===== src/rtl/pll_lock_qual.sv =====
`timescale 1ns/1ps
module pll_lock_qual #(
  parameter int DIV_W     = 8,
  parameter int QLEN_W    = 7,
  parameter int QUAL_MIN  = 10,
  parameter int QUAL_MAX  = 100,
  parameter int TMO_TICKS = 1000
) (
  input  logic              clk,
  input  logic              rst,
  input  logic              start,
  input  logic              lock_raw,
  input  logic [DIV_W-1:0]  ref_div,
  input  logic [QLEN_W-1:0] qual_len,
  output logic              pll_en,
  output logic              clk_sel,
  output logic              done,
  output logic              fail
);
  localparam int TMO_W = $clog2(TMO_TICKS + 1);
  localparam logic [QLEN_W-1:0] QMIN_V = QLEN_W'(QUAL_MIN);
  localparam logic [QLEN_W-1:0] QMAX_V = QLEN_W'(QUAL_MAX);
  localparam logic [TMO_W-1:0]  TMO_LAST = TMO_W'(TMO_TICKS - 1);

  typedef enum logic [2:0] {S_IDLE, S_WAIT, S_QUAL, S_SEL, S_FAIL} state_t;
  state_t state;

  logic              sync1, lock_s;
  logic [DIV_W-1:0]  cnt;
  logic [TMO_W-1:0]  tmo;
  logic [QLEN_W-1:0] q;
  logic [DIV_W-1:0]  div_eff;
  logic [QLEN_W-1:0] qlen_eff;
  logic              busy, tick, tmo_hit, q_done;

  assign busy    = (state == S_WAIT) || (state == S_QUAL);
  assign div_eff = (ref_div == '0) ? DIV_W'(1) : ref_div;
  assign qlen_eff = (qual_len < QMIN_V) ? QMIN_V :
                    (qual_len > QMAX_V) ? QMAX_V : qual_len;
  assign tick    = busy && (cnt == div_eff - DIV_W'(1));
  assign tmo_hit = tick && (tmo == TMO_LAST);
  assign q_done  = tick && lock_s && (q == qlen_eff - QLEN_W'(1));

  always_ff @(posedge clk) begin
    if (rst) begin
      sync1  <= 1'b0;
      lock_s <= 1'b0;
    end else begin
      sync1  <= lock_raw;
      lock_s <= sync1;
    end
  end

  always_ff @(posedge clk) begin
    if (rst || !busy) cnt <= '0;
    else if (tick)    cnt <= '0;
    else              cnt <= cnt + DIV_W'(1);
  end

  always_ff @(posedge clk) begin
    if (rst || !busy) tmo <= '0;
    else if (tick)    tmo <= tmo + TMO_W'(1);
  end

  always_ff @(posedge clk) begin
    if (rst || state != S_QUAL || !lock_s) q <= '0;
    else if (tick)                         q <= q + QLEN_W'(1);
  end

  always_ff @(posedge clk) begin
    if (rst) state <= S_IDLE;
    else begin
      case (state)
        S_IDLE: if (start) state <= S_WAIT;
        S_WAIT: begin
          if (tmo_hit)     state <= S_FAIL;
          else if (lock_s) state <= S_QUAL;
        end
        S_QUAL: begin
          if (tmo_hit)      state <= S_FAIL;
          else if (!lock_s) state <= S_WAIT;
          else if (q_done)  state <= S_SEL;
        end
        S_SEL:  state <= S_SEL;
        S_FAIL: if (start) state <= S_WAIT;
        default: state <= S_IDLE;
      endcase
    end
  end

  assign pll_en  = busy || (state == S_SEL);
  assign clk_sel = (state == S_SEL);
  assign done    = (state == S_SEL);
  assign fail    = (state == S_FAIL);

  p_fail_excl_sel_r3: assert property (@(posedge clk) disable iff (rst)
    !(fail && clk_sel));
  p_sel_needs_en_r7: assert property (@(posedge clk) disable iff (rst)
    $rose(clk_sel) |-> $past(pll_en) && $past(lock_s));
  p_drop_leaves_qual_r6: assert property (@(posedge clk) disable iff (rst)
    (state == S_QUAL && !lock_s) |=> (state == S_WAIT || state == S_FAIL));
  p_tmo_monotone_r3: assert property (@(posedge clk) disable iff (rst)
    (busy && $past(busy)) |-> tmo >= $past(tmo));
  p_sel_sticky_r10: assert property (@(posedge clk) disable iff (rst)
    clk_sel |=> clk_sel);
  p_wait_needs_lock_r4: assert property (@(posedge clk) disable iff (rst)
    (state == S_WAIT && !lock_s) |=> state != S_QUAL);
endmodule


===== config.mk =====
export PLATFORM = sky130hd
export DESIGN_NAME = pll_lock_qual
export DESIGN_NICKNAME = d
export VERILOG_FILES = /design/src/rtl/pll_lock_qual.sv
export SDC_FILE = /design/constraint.sdc
export NUM_CORES = 1
export LEC_CHECK = 0
export BUFFER_PORTS_ARGS = -buffer_cell sky130_fd_sc_hd__buf_2
export CAP_MARGIN = 20
export CORE_MARGIN = 10
export CORE_UTILIZATION = 53
export DETAILED_ROUTE_END_ITERATION = 16
export GPL_TIMING_DRIVEN = 0
export HOLD_SLACK_MARGIN = 0.1
export PLACE_DENSITY = 0.76
export RECOVER_POWER = 50
export SETUP_SLACK_MARGIN = 0.3
export SLEW_MARGIN = 0
export SYNTH_ARGS = -nofsm -noshare
export SYNTH_HDL_FRONTEND = slang
export SYNTH_SLANG_ARGS = --single-unit

===== constraint.sdc =====
create_clock -name clk -period 3.75 [get_ports clk]
set_input_delay 0.75 -clock clk [delete_from_list [all_inputs] [get_ports clk]]
set_output_delay 0.75 -clock clk [all_outputs]
set_load 0.05 [all_outputs]

==> summary.txt <==
Pwr
  • Logic pwr share: between 30% and 40%
  • Clk pwr share: roughly 28%
  • Power per cell area: roughly 400 nW/um^2
  • Switching Share: 37.5%
  • Lkg Pwr: between 0.0008 and 0.0009 uW
  • Net Sw Power: roughly 360 uW
  • Sequential share of power: a little under two fifths
  • Internal power: 596 uW
  • Peak supply drop: 0.276 mV

Layout
  • Fraction of layout cells with a size suffix above 1: roughly 13%
  • Area Overhead vs Synth: 14.7%
  • Core Util, Final: 63.8%
  • Diode count: 0
  • Final Cell Area: 2370 sq um
  • Finished Layout Cells: around 350
  • Final #Nets: between 300 and 400

STA
  • Clock skew: just over 0.005 ns
  • Slew Viols, Final: 0
  • Rel. slew slack: about three fifths
  • RSZ-0062 raised after global routing: no
  • Ratio of final minimum period to clock period: approximately nine tenths
  • Final setup fails: 0
  • TNS Setup: 0 ns
  • FMAX: 295 MHz
  • Worst-margin pin slew: around 0.6 ns
  • Final Hold Fails: 0
  • Final Critical Period: ~3.4 ns

Run
  • MaxCap Viol Count: 0

Worst setup path
  • Worst R2R Path Depth: 8
  • Delay of the slowest critical-path stage: just under 0.5 ns
  • Internal reg-to-reg setup slack: between 0.8 and 0.9 ns
  • Crit path max-delay cell type: or4_1
  • Critical R2R Capture: tmo[5]
  • FF-to-FF Start: cnt[0]
  • Nature of the critical path endpoint: flop
  • Crit path kind: in2reg
  • CP Max Fanout: 6
  • Top delay family on crit path: simple AND/OR/NAND/NOR gates
  • Crit start category: input port
  • WP data required: between 3 and 4 ns
  • Crit path cell chain: buf_2 > nor3_4 > and3_4 > nor2_1 > ha_1 > xnor2_1 > a2111oi_2 > nand3_1 > a2111oi_4 > clkbuf_1 > nand2_1 > or4_1 > a21oi_1
  • WP buf/inv: 2
  • Worst Path Arrival: 3.60 ns

Floorplan
  • Initial core utilization: a little under three fifths
  • Die Y: just over 80 um
  • IO Count: 23
  • Die footprint: between 6000 and 7000 sq um
  • Row cnt: 22
  • Die span in x: between 80 and 90 um
  • Core area: about 3700 sq um

Synth
  • Warnings, synthesis: 0
  • Top cells by count, synth: nor2_1 (37), dfxtp_1 (30), xor2_1 (20), nand2_1 (18), nand3_1 (15)
  • Top-count cell post-synth: nor2_1
  • Primary FF master, synth: dfxtp_1
  • Syn_area_per_cell: just under 8 sq um
  • Top cell type's share of synthesized area: between 20% and 30%
  • Syn Inst Count: about 270
  • Largest area contributor in the netlist: dfxtp_1
  • Mapped Area: just over 2000 sq um
  • Syn nets: 290
  • Post-synth EDFFs: 0
  • Flops & latches, synth: 30
  • Cell variety after synth: 48
  • Asr flop ratio synth: 0%
  • Largest cells by area after synthesis: dfxtp_1 (29%), xor2_1 (8.5%), nor2_1 (6.7%)
  • Sequential area share after synthesis: a little under 30%

Route
  • Via count: 1,940
  • Drt drc: 0
  • Post-DR vias/cell: 5.62
  • Final ANT Viol Nets: 0
  • Detailed Route WL: 4550 um
  • DRT iter0 DRCs: 132
  • First-pass iteration count of the detailed router: 4
  • Avg WL per Cell: ~13 um

Clock network
  • Worst skew pair latency: between 0.2 and 0.3 ns
  • CTS root buffer: clkbuf_8
  • CTS Buf Count: 5
  • Hold_buf cts: 0
  • CTS clk-pin slew, worst paths: 0.06 ns
  • H-tree levels: 2
  • Clock tree buffer depth: 2
  • CTS tree: yes
  • Sink Count: 30

Global routing
  • First-pass GRT wire length: around 7500 um
  • Initial antenna violation count: 0
  • Total GRT Usage: between 10% and 20%
  • Vias in the first global route: ~1,700
  • Largest net degree at the start of global routing: 11
  • Total grt overflow: 0

Worst hold path
  • Hold Path Depth: 1
  • Worst Hold End: lock_s
  • Min-Delay Path Class: reg2reg
  • Hold Path Origin: sync1

Placement
  • Gp weighted congestion: ~0.85
  • Placed instance area: between 2000 and 2500 sq um
  • Inst Count DP: 334
  • Port Buf Inserts: 20
  • Post-DP HPWL: 3440 um

Run status
  • Status: finished, final reports clean
==> routing by layer <==
| metal | vias to the layer above | share of wire (%) | global-route usage (%) |
|---|---|---|---|
| li1 | 1009 | - | - |
| met1 | 891 | 50 | 17.4 |
| met2 | 35 | 44 | 21.2 |
| met3 | 5 | 5.6 | 3.67 |
| met4 | 0 | 1.0 | 3.74 |
| met5 | - | 0 | 0 |
==> cell type report <==
class	instances	area, sq um
fill	333	1350
inverter	5	18.8
timing repair buffer	23	114
buffer	16	68.8
sequential	30	601
clock buffer	6	82.6
tap	48	60.1
clock inverter	2	12.5
multi-input combinational	215	1410
==> metrics by stage <==
stage          hold WS (ns)  total power, uW  worst slack (ns)
4_1_cts               0.457              950             0.278
3_3_place_gp          0.424              676            -0.180
3_5_place_dp          0.445              678            -0.197
2_1_floorplan         0.414              602             0.333
6_report              0.460              953             0.356
5_1_grt               0.473             1010             0.130
==> power groups by stage <==
stage | clock (uW) | sequential [uW] | combinational, uW
floorplan | 0 | 359 | 243
global placement | 0 | 363 | 313
detailed placement | 0 | 363 | 315
CTS | 276 | 356 | 317
global route | 290 | 360 | 358
finish | 271 | 359 | 323
==> sequential cells by signal, indices dropped and copies added (netlist names) <==
register and cells:
lock_s 1, q 7, state 3, tmo 10, sync1 1, cnt 8
==> worst max-delay path by stage <==
stage / startpoint / end / cells after the start
6_report: ref_div[5] / tmo[5] / 13
4_1_cts: ref_div[2] / tmo[5] / 13
3_3_place_gp: ref_div[2] / state[0] / 13
3_5_place_dp: ref_div[2] / state[0] / 13
2_1_floorplan: ref_div[2] / tmo[5] / 11
5_1_grt: ref_div[5] / tmo[5] / 13
==> cells in the final DEF, fill, tap and decap left out, drive strengths merged, types with 2 or more instances in the layout <==
cell	Yosys	layout
nand3	16	16
o21a	3	3
xnor2	14	14
o31ai	3	3
nor3	8	8
mux2i	3	3
nor2b	3	3
buf	8	26
and4	2	2
nor2	37	37
o2111a	2	2
a31oi	5	5
nand2	18	18
nand3b	4	4
clkbuf	8	19
xor2	20	20
a21oi	10	10
and3	7	7
ha	5	5
nor4	3	3
dfxtp	30	30
or3	3	3
or3b	2	2
and2	6	6
inv	5	5
o21ai	9	9
nand2b	5	5
a2111oi	3	3
o211ai	2	2
nand4	7	7
or4	3	3
==> logic make-up (layout without fill, tap and decap cells) <==
logic type / after synthesis / count (layout) / share of synthesized area, %
adders and majority gates: 5 / 5 / 3.03
AOI/OAI and AO/OA: 48 / 48 / 16.9
DFF: 30 / 30 / 29.1
muxes: 3 / 3 / 1.45
buffers and inverters: 21 / 52 / 4.18
and+or+nand+nor: 125 / 125 / 30.9
xor gates and xnor gates: 34 / 34 / 14.4
==> timing repair <==
item | 4_1_cts | 5_1_grt
gates resized for setup | 1 | 4
endpoints found under the setup margin | 15 | 24
pin swaps | 1 | 1
setup buffers | 1 | 2
Power figures use the tool's default switching activity.
